<file path="src/rtl/dec_pkg.sv">
// Shared constants and types for the latched one-hot decoder.
package dec_pkg;
    localparam int BASE_W = 3;                  // address bits of one unit
    localparam int BASE_N = 1 << BASE_W;        // select lines of one unit
    typedef logic [BASE_W-1:0] base_addr_t;
endpackage

</file>
<file path="src/rtl/addr_hold.sv">
// Address hold stage. Takes `d` at every clock edge while `hold` is low and
// keeps it while `hold` is high. `eff` is the live address while the stage
// is open and the kept one otherwise. Assumes synchronous active-low reset.
module addr_hold #(
    parameter int W = 3
) (
    input  logic         clk,
    input  logic         rst_n,
    input  logic         hold,
    input  logic [W-1:0] d,
    output logic [W-1:0] eff
);
    logic [W-1:0] kept_q;

    // Capture the address while open; clear on reset.
    always_ff @(posedge clk) begin
        if (!rst_n)      kept_q <= '0;
        else if (!hold)  kept_q <= d;
    end

    // Open stage passes the live address straight through.
    always_comb eff = hold ? kept_q : d;
endmodule

</file>
<file path="src/rtl/onehot_dec.sv">
// Gated binary to active-low one-hot decoder. Purely combinational.
// Assumes that the gate is open only for gate_n == 0 and gate == 1.
module onehot_dec #(
    parameter int W = 3,
    localparam int N = 1 << W
) (
    input  logic [W-1:0] a,
    input  logic         gate_n,
    input  logic         gate,
    output logic [N-1:0] y_n
);
    logic open_w;

    // Combine the two opposite-polarity gates.
    always_comb open_w = gate & ~gate_n;

    for (genvar i = 0; i < N; i++) begin : g_line
        // Line i is low only when selected and gated open.
        assign y_n[i] = ~(open_w && (a == W'(i)));
    end
endmodule

</file>
<file path="src/rtl/dec_unit.sv">
// One decoder unit: an address hold stage followed by a gated decoder.
// The gates reach only the decoder, so they never affect the kept address.
module dec_unit
    import dec_pkg::*;
(
    input  logic              clk,
    input  logic              rst_n,
    input  base_addr_t        addr,
    input  logic              hold,
    input  logic              gate_n,
    input  logic              gate,
    output logic [BASE_N-1:0] y_n
);
    base_addr_t eff_w;

    addr_hold #(.W(BASE_W)) hold_i (
        .clk(clk), .rst_n(rst_n), .hold(hold), .d(addr), .eff(eff_w)
    );

    onehot_dec #(.W(BASE_W)) dec_i (
        .a(eff_w), .gate_n(gate_n), .gate(gate), .y_n(y_n)
    );
endmodule

</file>
<file path="src/rtl/latched_onehot_dec.sv">
// Top level. SEL_W = 3 gives a single unit. SEL_W = 4 gives two units whose
// gates are steered by addr[3], so the top bit picks a half and is not held.
// Assumes SEL_W is 3 or 4.
module latched_onehot_dec
    import dec_pkg::*;
#(
    parameter int SEL_W = 3,
    localparam int OUT_N = 1 << SEL_W
) (
    input  logic             clk,
    input  logic             rst_n,
    input  logic [SEL_W-1:0] addr,
    input  logic             hold,
    input  logic             gate_n,
    input  logic             gate,
    output logic [OUT_N-1:0] sel_n
);
    if (SEL_W == BASE_W) begin : g_single
        dec_unit unit_i (
            .clk(clk), .rst_n(rst_n), .addr(addr[BASE_W-1:0]), .hold(hold),
            .gate_n(gate_n), .gate(gate), .y_n(sel_n)
        );
    end else begin : g_cascade
        logic top_w;
        logic lo_gate_n, hi_gate;

        // The top bit closes the low unit's active-low gate and opens the
        // high unit's active-high gate.
        always_comb begin
            top_w     = addr[SEL_W-1];
            lo_gate_n = gate_n | top_w;
            hi_gate   = gate & top_w;
        end

        dec_unit lo_i (
            .clk(clk), .rst_n(rst_n), .addr(addr[BASE_W-1:0]), .hold(hold),
            .gate_n(lo_gate_n), .gate(gate), .y_n(sel_n[BASE_N-1:0])
        );
        dec_unit hi_i (
            .clk(clk), .rst_n(rst_n), .addr(addr[BASE_W-1:0]), .hold(hold),
            .gate_n(gate_n), .gate(hi_gate), .y_n(sel_n[2*BASE_N-1:BASE_N])
        );
    end
endmodule

</file>
<file path="config.mk">
export PLATFORM = sky130hd
export DESIGN_NAME = latched_onehot_dec
export DESIGN_NICKNAME = d
export VERILOG_FILES = /design/src/rtl/dec_pkg.sv /design/src/rtl/addr_hold.sv /design/src/rtl/onehot_dec.sv /design/src/rtl/dec_unit.sv /design/src/rtl/latched_onehot_dec.sv
export SDC_FILE = /design/constraint.sdc
export NUM_CORES = 1
export LEC_CHECK = 0
export BUFFER_PORTS_ARGS = -buffer_cell sky130_fd_sc_hd__buf_4
export CAP_MARGIN = 20
export CORE_AREA = 3 3 40 42
export DETAILED_ROUTE_END_ITERATION = 7
export DIE_AREA = 0 0 43 45
export SKIP_LAST_GASP = 1
export SLEW_MARGIN = 20
export SYNTH_ARGS = -nofsm -noshare
export SYNTH_HDL_FRONTEND = slang
export SYNTH_HIERARCHICAL = 1
export SYNTH_SLANG_ARGS = --single-unit
</file>
<file path="constraint.sdc">
create_clock -name clk -period 0.84 [get_ports clk]
set_input_delay 0.084 -clock clk [delete_from_list [all_inputs] [get_ports clk]]
set_output_delay 0.084 -clock clk [all_outputs]
set_load 0.005 [all_outputs]
</file>
=== Word-level counts from Yosys, hierarchy flattened ===
Index checks and enable logic that the tools add are counted.

* Register bits: 3
* Output and inout port bits: 8
* Logic and storage cells: 28

* Equal/unequal tests: 7
* Muxes and demuxes: 1
* Bitwise gates (word level): 10
* Reduce and logical (&&, ||, !) cells: 9

{| class="wikitable"
|+ Operators by type and width
! operator !! count
|-
| 3-bit == test, second input constant || 4
|-
| 1-bit NOT || 9
|-
| 1-bit logical AND || 8
|-
| 3-bit by 2-bit == test with 1-bit output, second input constant || 2
|-
| 3-bit by 1-bit == test with 1-bit output, second input constant || 1
|-
| 3-bit zero test || 1
|-
| 3-bit 2-to-1 mux || 1
|-
| 1-bit bitwise AND || 1
|}

=== Logic depth before layout (Yosys ltp) ===
* Depth in word-level cells: 4
* Gate-level depth with buffers: 3

=== Cells and area by module ===
Netlist, hierarchy kept.

{| class="wikitable"
|+ By module, submodules not included
! module !! times used !! cells an instance !! area an instance (µm²) !! seq. area each (µm²)
|-
| addr_hold || 1 || 9 || 126.4 || 60.1
|-
| onehot_dec || 1 || 13 || 70.1 || 0.0
|}

=== Least setup slack after synthesis ===
No wires, ideal clock.

* Kind: reg-to-output
* Start: register g_single.unit_i.hold_i.kept_q[2]
* End: output sel_n[3]
* Arrival time: 0.877 ns
* Data required time: 0.756 ns
* Path slack: -0.121 ns
* Cell stages (with the launch flop): 4
* Buffers on the path: 0
* Cell sequence: dfxtp_1 > mux2_4 > nor3b_2 > nand3_1

* Cells in the longest elaborated chain, start to end: 4

{| class="wikitable"
|+ RTL lines
! element !! RTL line !! source
|-
| from (decl) || addr_hold.sv:13 || <nowiki>logic [W-1:0] kept_q;</nowiki>
|-
| from (signal assigned) || addr_hold.sv:17 || <nowiki>if (!rst_n) kept_q <= '0;</nowiki>
|-
| from (signal assigned) || addr_hold.sv:18 || <nowiki>else if (!hold) kept_q <= d;</nowiki>
|-
| 3-bit 2-to-1 mux || n/a ||
|-
| net g_single.unit_i.eff_w[2] || dec_unit.sv:14 || <nowiki>base_addr_t eff_w;</nowiki>
|-
| 3-bit by 2-bit == test with 1-bit output || onehot_dec.sv:19 || <nowiki>assign y_n[i] = ~(open_w && (a == W'(i)));</nowiki>
|-
| 1-bit logical AND || onehot_dec.sv:19 ||
|-
| 1-bit NOT || onehot_dec.sv:19 ||
|-
| to (decl) || latched_onehot_dec.sv:16 || <nowiki>output logic [OUT_N-1:0] sel_n</nowiki>
|}

The timed path passes the listed nets, and every way through them passes these cells.

=== Worst setup path in the final report ===
Ends and elaborated chain as after synthesis.

==> run_results.csv <==
group,metric,value,unit
floorplanning,fp.coreArea,1280,um^2
routing,wl_per_cell,8.77,um
floorplanning,ios,16,
global_route,grt_pass1_wl,710,um
power,ir_drop,0.000555,V
final_layout,layout-drive-gt1-share,0.714,
sta,hold_viol_final,0,
final_layout,area_growth,103,%
floorplanning,rows,13,
run_status,violations,"setup timing",
final_layout,n_antenna_cell,0,
global_route,antenna_found_initial,0,
worst_setup_path,crit_fanout,4,
synthesis,synth-seq-cells,3,
clocking,cts_tree,"built",
routing,initialDrtViolationCount,2,
power,total_power,533,uW
sta,slew_headroom,0.864,
hold_path,hold_start,"rst_n",
global_route,grt_pass1_vias,183,
sta,fmax,0.732,GHz
worst_setup_path,slowest_delay,290,ps
sta,holdWs,87.0,ps
floorplanning,fp.dieH,45,um
clocking,cts.sinks,3,
final_layout,fin_nets,51,
place,place_area,342,um^2
worst_setup_path,cp-end-kind,"output port",
routing,totalWireLength,500,um
synthesis,async_reset_ff_frac,0,
floorplanning,initial_utilization,0.153,
synthesis,yosysMostFrequentCell,"nand2_1",
routing,dr.pass1.iters,2,
final_layout,n_fill_cell,146,
sta,rsz0062_at_grt,"yes",
floorplanning,die_x,43,um
hold_path,hold_class,"primary input to flip-flop",
routing,vias,216,
synthesis,synth_common_cells,"6 x nand2_1, 3 x dfxtp_1, 3 x mux2_4",
clocking,cts_hold_buffers,0,
final_layout,final-seq-area,60.1,um^2
worst_setup_path,critPathArrivalTime,1280,ps
synthesis,synth_area,196,um^2
place,dp.cells,53,
final_layout,largest_register_ffs,3,
synthesis,ys_dominant_reg_cell,"dfxtp_1",
final_layout,finalNonFillerCells,57,
power,power_density,1340,nW/um^2
routing,ant_nets,0,
clocking,clkTransAtPathRegs,40,ps
final_layout,fin_area,399,um^2
synthesis,synth-edff-count,0,
synthesis,synth.net_count,30,
synthesis,synth_top_area_cell,"dfxtp_1",
final_layout,top_regs,"g_single.unit_i/hold_i/kept_q x3",
clocking,cts-root-buf,"clkbuf_4",
synthesis,ys_types,10,
flow_run,maxCapViolations,0,
sta,finalCritPeriodShare,1.63,
global_route,grt_overflow,0,
final_layout,top_register,"g_single.unit_i/hold_i/kept_q",
worst_setup_path,startpoint,"g_single.unit_i/hold_i/kept_q[2]",
worst_setup_path,worst_setup_path_start_kind,"flip-flop",
worst_setup_path,critPathKind,"flip-flop to output port",
synthesis,syn_avg_cell_area,8.93,um^2
global_route,grt_max_degree,7,
sta,setup_ws,-526,ps
synthesis,synth-seq-area-share,0.306,
global_route,grt_use_total,0.0532,
floorplanning,die-area,1940,um^2
clocking,numCtsBuffers,3,
sta,skew,0,ps
sta,setup_violations,9,
worst_setup_path,critPathSlowestCell,"dfxtp_1",
synthesis,synthCells,22,
clocking,cts_setup_buffers,0,
synthesis,synth_warnings,6,
worst_setup_path,cp_cell_sequence,"mux2_4, nor3b_4, nand3_1, buf_4",
place,gp_congestion,0.593,
run_status,status,"finished with violations",
final_layout,multi_input_area,159,um^2
synthesis,netlist.area_leader.share,0.306,
clocking,cts_max_level,1,
sta,period_minus_slack,1370,ps
worst_setup_path,reg2reg_from,"g_single.unit_i/hold_i/kept_q[1]",
sta,drv_slew,0,
place,post-place-ws,-287,ps
sta,worst_pin_slew,203,ps
power,power.leakage,0.180,nW
place,port_buffers,15,
routing,drcViolationCount,0,
clocking,insertion_delay,230,ps
routing,via_per_inst,3.79,
synthesis,synthTopCellsByArea,"dfxtp_1 31%, mux2_4 23%, nand2_1 11%, and2_1 6.4%, nor2b_1 6.4%",
clocking,clk_path_buf_depth,2,
worst_setup_path,cp.required,760,ps
==> worst max-delay path, delay by kind of cell (launching register included) <==
kind / cells / cell delay [ps]
AND/OR/NAND/NOR: 2 / 350
flip-flops: 1 / 290
multiplexers: 1 / 270
buffers and inverters: 1 / 150
==> through the flow <==
stage	utilization	setup TNS, ps
detailed placement	0.266	-1920
global placement	0.266	-1880
global route	0.311	-4300
floorplan	-	-658
CTS	0.292	-4020
finish	0.311	-3810
==> kinds of logic (layout without fill, tap and decap cells) <==
logic type    count (synthesis)  count (layout)  share of synthesized area
flops                         3               3                      0.306
mux                           3               3                      0.229
buf+inv                       0              20                          0
simple gates                 16              16                      0.465
==> what timing repair did <==
| item | in CTS | in global routing |
|---|---|---|
| pin swaps | 1 | 3 |
| setup endpoints to repair | 9 | 10 |
| resized for setup | 3 | 7 |
==> power by group <==
part           internal, mW  switching (mW)
registers             0.152         0.00176
clock network         0.178          0.0731
logic                0.0789          0.0501
total                 0.409           0.125
==> layout by cell type, fill, tap and decap left out <==
master    instances
buf_4            12
buf_6             4
clkbuf_4          3
nand2_1           3
nand2_2           3
mux2_4            3
dfxtp_1           3
nor2b_1           2
and2_4            2
clkbuf_1          1
nor3b_4           1
nand3_1           1
and3b_2           1
nor2_1            1
nand3_2           1
and2_1            1
==> cell type report <==
type / instances / share of cell area
sequential: 3 / 0.150
tap: 15 / 0.0470
timing repair buffer: 16 / 0.339
multi-input combinational: 19 / 0.398
clock buffer: 4 / 0.0658
==> worst paths after layout <==
| check | endpoint | slack [ps] | cells past startpoint |
|---|---|---|---|
| hold reg to reg | g_single.unit_i/hold_i/kept_q[2] | 620 | 2 |
| setup / recovery | sel_n[3] | -530 | 4 |
| setup reg to reg | g_single.unit_i/hold_i/kept_q[1] | -90 | 3 |
| hold / removal | g_single.unit_i/hold_i/kept_q[0] | 90 | 2 |
==> per-layer routing <==
layer	track usage	vias up	wire length, um
met2	0.0629	10	202
li1	-	113	-
met4	0.0542	0	0
met1	0.0647	93	248
met5	0	-	0
met3	0.0279	0	50
(Power assumes the default switching activity.)
